==> src/rtl/opmgr_pkg.sv <==
package opmgr_pkg;

    typedef enum logic [2:0] {
        ST_IDLE    = 3'd0,
        ST_COLLECT = 3'd1,
        ST_LAUNCH  = 3'd2,
        ST_AWAIT   = 3'd3,
        ST_WRITE   = 3'd4
    } opmgr_state_t;

    typedef struct packed {
        logic imm_en;
        logic zero_a;
    } opmgr_flags_t;

    // Port 0 is the zero-able operand, port 1 the immediate-able operand.
    function automatic logic need_read(input int idx, input opmgr_flags_t fl,
                                       input logic masked);
        logic keep;
        keep = !masked;
        if (idx == 0 && fl.zero_a) keep = 1'b0;
        if (idx == 1 && fl.imm_en) keep = 1'b0;
        return keep;
    endfunction

endpackage

==> src/rtl/opmgr_rdport.sv <==
module opmgr_rdport
    import opmgr_pkg::*;
#(
    parameter int DATA_W = 16,
    parameter int IDX    = 0
) (
    input  logic              clk,
    input  logic              rst,
    input  logic              issue_fire,
    input  opmgr_flags_t      flags,
    input  logic              masked,
    input  logic [DATA_W-1:0] imm_val,
    input  logic              go,
    input  logic [DATA_W-1:0] src,
    output logic              req,
    output logic [DATA_W-1:0] opnd
);
    logic [DATA_W-1:0] opnd_q;
    logic [DATA_W-1:0] preset;
    logic              take;

    assign take = req && go;

    generate
        if (IDX == 1) begin : g_imm
            assign preset = flags.imm_en ? imm_val : '0;
        end else begin : g_zero
            assign preset = (imm_val & '0);
        end
    endgenerate

    always_ff @(posedge clk) begin
        if (rst) begin
            req    <= 1'b0;
            opnd_q <= '0;
        end else if (issue_fire) begin
            req    <= need_read(IDX, flags, masked);
            opnd_q <= preset;
        end else if (take) begin
            req    <= 1'b0;
            opnd_q <= src;
        end
    end

    assign opnd = take ? src : opnd_q;
endmodule

==> src/rtl/opmgr_seq.sv <==
module opmgr_seq
    import opmgr_pkg::*;
#(
    parameter int FUNC_W = 4
) (
    input  logic              clk,
    input  logic              rst,
    input  logic              issue_i,
    input  logic [FUNC_W-1:0] func_i,
    input  logic              reads_done,
    input  logic              ex_ready_i,
    input  logic              ex_res_valid_i,
    input  logic              wr_go_i,
    output logic              issue_fire,
    output logic              busy,
    output logic              ex_valid,
    output logic              res_load,
    output logic              wr_req,
    output logic [FUNC_W-1:0] func_q
);
    opmgr_state_t state, nxt;

    assign issue_fire = issue_i && (state == ST_IDLE);
    assign busy       = (state != ST_IDLE);
    assign ex_valid   = (state == ST_LAUNCH);
    assign wr_req     = (state == ST_WRITE);
    assign res_load   = (state == ST_AWAIT) && ex_res_valid_i;

    always_comb begin
        nxt = state;
        case (state)
            ST_IDLE:    if (issue_i)        nxt = ST_COLLECT;
            ST_COLLECT: if (reads_done)     nxt = ST_LAUNCH;
            ST_LAUNCH:  if (ex_ready_i)     nxt = ST_AWAIT;
            ST_AWAIT:   if (ex_res_valid_i) nxt = ST_WRITE;
            ST_WRITE:   if (wr_go_i)        nxt = ST_IDLE;
            default:                        nxt = ST_IDLE;
        endcase
    end

    always_ff @(posedge clk) begin
        if (rst) begin
            state  <= ST_IDLE;
            func_q <= '0;
        end else begin
            state <= nxt;
            if (issue_fire) func_q <= func_i;
        end
    end
endmodule

==> src/rtl/opmgr_wrport.sv <==
module opmgr_wrport #(
    parameter int DATA_W = 16
) (
    input  logic              clk,
    input  logic              rst,
    input  logic              load,
    input  logic [DATA_W-1:0] result_i,
    input  logic              wr_req,
    output logic [DATA_W-1:0] dest
);
    logic [DATA_W-1:0] res_q;

    always_ff @(posedge clk) begin
        if (rst)       res_q <= '0;
        else if (load) res_q <= result_i;
    end

    assign dest = wr_req ? res_q : '0;
endmodule

==> src/rtl/opmgr_unit.sv <==
module opmgr_unit
    import opmgr_pkg::*;
#(
    parameter int DATA_W = 16,
    parameter int FUNC_W = 4,
    parameter int NSRC   = 3
) (
    input  logic                   clk,
    input  logic                   rst,
    input  logic                   issue_i,
    input  logic [FUNC_W-1:0]      op_func_i,
    input  logic [DATA_W-1:0]      op_imm_i,
    input  logic                   op_imm_en_i,
    input  logic                   op_zero_a_i,
    input  logic [NSRC-1:0]        op_rd_mask_i,
    output logic                   busy_o,
    output logic [NSRC-1:0]        rd_req_o,
    input  logic [NSRC-1:0]        rd_go_i,
    input  logic [NSRC*DATA_W-1:0] src_data_i,
    output logic                   ex_valid_o,
    input  logic                   ex_ready_i,
    output logic [FUNC_W-1:0]      ex_op_o,
    output logic [NSRC*DATA_W-1:0] ex_opnd_o,
    input  logic                   ex_res_valid_i,
    input  logic [DATA_W-1:0]      ex_result_i,
    output logic                   wr_req_o,
    input  logic                   wr_go_i,
    output logic [DATA_W-1:0]      dest_o
);
    localparam int OPND_W = NSRC * DATA_W;

    logic         issue_fire;
    logic         res_load;
    logic         reads_done;
    opmgr_flags_t flags;

    assign flags.imm_en = op_imm_en_i;
    assign flags.zero_a = op_zero_a_i;
    assign reads_done   = ~|rd_req_o;

    opmgr_seq #(.FUNC_W(FUNC_W)) u_seq (
        .clk            (clk),
        .rst            (rst),
        .issue_i        (issue_i),
        .func_i         (op_func_i),
        .reads_done     (reads_done),
        .ex_ready_i     (ex_ready_i),
        .ex_res_valid_i (ex_res_valid_i),
        .wr_go_i        (wr_go_i),
        .issue_fire     (issue_fire),
        .busy           (busy_o),
        .ex_valid       (ex_valid_o),
        .res_load       (res_load),
        .wr_req         (wr_req_o),
        .func_q         (ex_op_o)
    );

    generate
        for (genvar i = 0; i < NSRC; i++) begin : g_port
            opmgr_rdport #(.DATA_W(DATA_W), .IDX(i)) u_rd (
                .clk        (clk),
                .rst        (rst),
                .issue_fire (issue_fire),
                .flags      (flags),
                .masked     (op_rd_mask_i[i]),
                .imm_val    (op_imm_i),
                .go         (rd_go_i[i]),
                .src        (src_data_i[i*DATA_W +: DATA_W]),
                .req        (rd_req_o[i]),
                .opnd       (ex_opnd_o[i*DATA_W +: DATA_W])
            );
        end
    endgenerate

    opmgr_wrport #(.DATA_W(DATA_W)) u_wr (
        .clk      (clk),
        .rst      (rst),
        .load     (res_load),
        .result_i (ex_result_i),
        .wr_req   (wr_req_o),
        .dest     (dest_o)
    );

    logic [OPND_W-1:0] unused_w;
    assign unused_w = '0;
endmodule

==> config.mk <==
export PLATFORM = sky130hd
export DESIGN_NAME = opmgr_unit
export DESIGN_NICKNAME = d
export VERILOG_FILES = /design/src/rtl/opmgr_pkg.sv /design/src/rtl/opmgr_rdport.sv /design/src/rtl/opmgr_seq.sv /design/src/rtl/opmgr_wrport.sv /design/src/rtl/opmgr_unit.sv
export SDC_FILE = /design/constraint.sdc
export NUM_CORES = 1
export LEC_CHECK = 0
export BUFFER_PORTS_ARGS = -buffer_cell sky130_fd_sc_hd__buf_2
export CAP_MARGIN = 20
export CORE_UTILIZATION = 30
export DETAILED_ROUTE_END_ITERATION = 10
export SETUP_SLACK_MARGIN = 0.2
export SKIP_LAST_GASP = 1
export SYNTH_ARGS = -nofsm -noshare
export SYNTH_HDL_FRONTEND = slang
export SYNTH_SLANG_ARGS = --single-unit
==> constraint.sdc <==
create_clock -name clk -period 1.5 [get_ports clk]
set_input_delay 0.075 -clock clk [delete_from_list [all_inputs] [get_ports clk]]
set_output_delay 0.075 -clock clk [all_outputs]
set_load 0.005 [all_outputs]
==> flow_metrics.env <==
export IMPL_ant_nets=0
export IMPL_synth_seq_area_share=0.480
export IMPL_mostFrequentLayoutCells="buf_2, buf_6, dfxtp_1"
export IMPL_power_density_mw_per_mm2=762
export IMPL_avgSynthCellArea_um2=10.4
export IMPL_port_buffers=171
export IMPL_max_cap_viol_count=0
export IMPL_setup_viol=68
export IMPL_grt_max_degree=19
export IMPL_ir_drop_mv=0.403
export IMPL_crit_slowest_cell="or4b_4"
export IMPL_synth_distinct_cells=29
export IMPL_fmaxAchievable_mhz=621
export IMPL_finalInstanceArea_mm2=0.00620
export IMPL_violations="setup timing"
export IMPL_yosys_warnings=0
export IMPL_pre_cts_slack_ns=-0.0454
export IMPL_dp_hpwl_um=5740
export IMPL_die_area_mm2=0.0107
export IMPL_grt_pass1_wl_um=14700
export IMPL_crit_type="flip-flop to flip-flop"
export IMPL_cts_tree="yes"
export IMPL_slew_violations=0
export IMPL_path_cells="or4b_4 > nor3b_4 > buf_6 > clkbuf_16 > a32o_2"
export IMPL_cp_data_required_time_ns=1.79
export IMPL_rsz0062_at_grt="yes"
export IMPL_ff2ff_path_depth=5
export IMPL_cts_root_buf="clkbuf_8"
export IMPL_first_iter_violations=41
export IMPL_antenna_found_initial=0
export IMPL_core_mm2=0.00986
export IMPL_worst_setup_path_start_kind="flip-flop"
export IMPL_die_height_um=103
export IMPL_ys_seq_elements=74
export IMPL_slew_headroom=0.611
export IMPL_yosys_area_top_type_share=0.480
export IMPL_finish_utilization=0.628
export IMPL_synth_nets=394
export IMPL_outcome="finished, violations left"
export IMPL_setup_slack_ns=-0.111
export IMPL_cp_end_kind="flip-flop"
export IMPL_seq_power_share=0.437
export IMPL_cp_slowest_stage_delay_ns=0.60
export IMPL_n_antenna_cell=0
export IMPL_cts_sinks=74
export IMPL_die_x_um=103
export IMPL_clk_pin_slew_ns=0.08
export IMPL_viasPerCell=4.68
export IMPL_placedCellCount=595
export IMPL_clockPowerShare=0.322
export IMPL_drc=0
export IMPL_crit_fanout=6
export IMPL_h_tree_depth=3
export IMPL_layout_cells_non_filler=694
export IMPL_finalHoldViolCount=0
export IMPL_post_drt_wl_per_cell_um=16.5
export IMPL_cp_arrival_ns=1.90
export IMPL_comb_power_share=0.242
export IMPL_dr_total_vias=3248
export IMPL_total_leakage_power_nw=2.97
export IMPL_insertion_delay_ns=0.35
export IMPL_mostFrequentLayoutCell="buf_2"
export IMPL_internal_power_mw=3.49
export IMPL_clk_path_buf_depth=2
export IMPL_drive_above_1_share=0.652
export IMPL_nNetsFinal=654
export IMPL_cts_made_buffers=9
export IMPL_finalSetupTns_ns=-4.14
export IMPL_synth_top_cell_by_area="dfxtp_1"
export IMPL_gp_congestion=0.755
export IMPL_netlist_instances=296
export IMPL_syn_to_final_growth_pct=101
export IMPL_finalCriticalPeriod_ns=1.61
export IMPL_period_share=1.07
export IMPL_switchingPower_mw=1.23
export IMPL_grt_usage=0.185
export IMPL_dpl_instance_area_mm2=0.00418
export IMPL_hold_class="input port to flip-flop"
export IMPL_grt_overflow=0
export IMPL_initial_core_util=0.313
export IMPL_synthTopCellsByArea="dfxtp_1, mux2_2, nor2b_1, nand2_1, a32o_2"
export IMPL_first_pass_iters=4
export IMPL_tightest_slew_ns=0.580
export IMPL_hold_depth=3
export IMPL_worst_hold_slack_ns=0.0302
export IMPL_first_global_vias=3121
export IMPL_ios=172
export IMPL_p_sw_frac=0.260
export IMPL_skew_ns=0.00646
export IMPL_power_mw=4.72
export IMPL_fill_cells=770
export IMPL_wl_um=11400
export IMPL_syn_cell_area_mm2=0.00309
export IMPL_fp_row_count=36
worst paths after layout:
kind                       start                        end  slack [ns]
hold reg to reg   u_wr.res_q[10]             u_wr.res_q[10]        0.46
hold / removal        rd_go_i[0]         g_port[0].u_rd.req        0.03
setup / recovery  u_seq.state[2]  g_port[1].u_rd.opnd_q[11]       -0.11
setup reg to reg  u_seq.state[2]  g_port[1].u_rd.opnd_q[11]       -0.11
cells in the mapped netlist:
cell type	n
a2111oi_0	1
a21o_1	1
a21oi_1	20
a22oi_1	1
a32o_1	6
a32o_2	10
and2_1	16
and4b_1	1
buf_2	4
buf_4	3
buf_6	3
clkbuf_1	13
clkinv_1	1
dfxtp_1	74
mux2_2	48
mux2i_1	5
nand2_1	37
nand2b_1	1
nand3b_1	3
nand4b_1	1
nor2_1	4
nor2b_1	32
nor3_1	1
nor3b_1	2
nor3b_4	1
nor4_1	2
or2_2	1
or3_1	3
or4b_4	1
cells by family (layout without fill, tap and decap cells):
kind of cell | after synthesis | count (layout) | synth area share
buf+inv | 24 | 288 | 0.0417
compound gates | 39 | 39 | 0.0960
mux | 53 | 53 | 0.191
simple gates | 106 | 107 | 0.192
flops | 74 | 74 | 0.480
repair_timing:
item | CTS | global route
gates resized for setup | 103 | 125
hold endpoints to repair | 40 | 0
setup endpoints to repair | 120 | 141
setup buffers | 14 | 13
hold buffers | 42 | 0
pin swaps | 19 | 33
cloned | 8 | 6
power groups by stage:
| stage | logic [mW] | clock network [mW] | registers, mW |
|---|---|---|---|
| after CTS | 0.877 | 1.56 | 2.06 |
| after global placement | 0.610 | 0 | 2.10 |
| after detailed placement | 0.614 | 0 | 2.10 |
| after global routing | 1.21 | 1.64 | 2.07 |
| final | 1.14 | 1.52 | 2.06 |
| after floorplan | 0.336 | 0 | 2.09 |
cell type report:
| cell class | count | area [µm²] | area share |
|---|---|---|---|
| clock buffer | 10 | 128 | 0.0206 |
| timing repair buffer | 271 | 2410 | 0.388 |
| inverter | 1 | 3.75 | 0.000606 |
| tap | 133 | 166 | 0.0269 |
| sequential | 74 | 1500 | 0.242 |
| clock inverter | 6 | 57.6 | 0.00929 |
| multi-input combinational | 199 | 1940 | 0.313 |
critical path: cells and delay by family, from the launching register on:
family                 cells  cell delay [ns]
AND/OR/NAND/NOR            2             0.84
AO/OA/AOI/OAI              1             0.11
flip-flops                 1             0.34
buffers and inverters      2             0.26
state kept, by name, summed over array words and instances, names as in the netlist:
signal	flops
g_port.u_rd.opnd_q	48
u_wr.res_q	16
u_seq.func_q	4
g_port.u_rd.req	3
u_seq.state	3
layer usage:
layer,global-route usage,up-vias,part of all wire,wire length [µm]
met3,0.0517,25,0.046,528
met5,0,-,0,0
li1,-,1548,-,-
met2,0.321,122,0.53,6010
met4,0.0986,0,0.023,268
met1,0.204,1553,0.40,4620
Power figures use the tool's default switching activity.
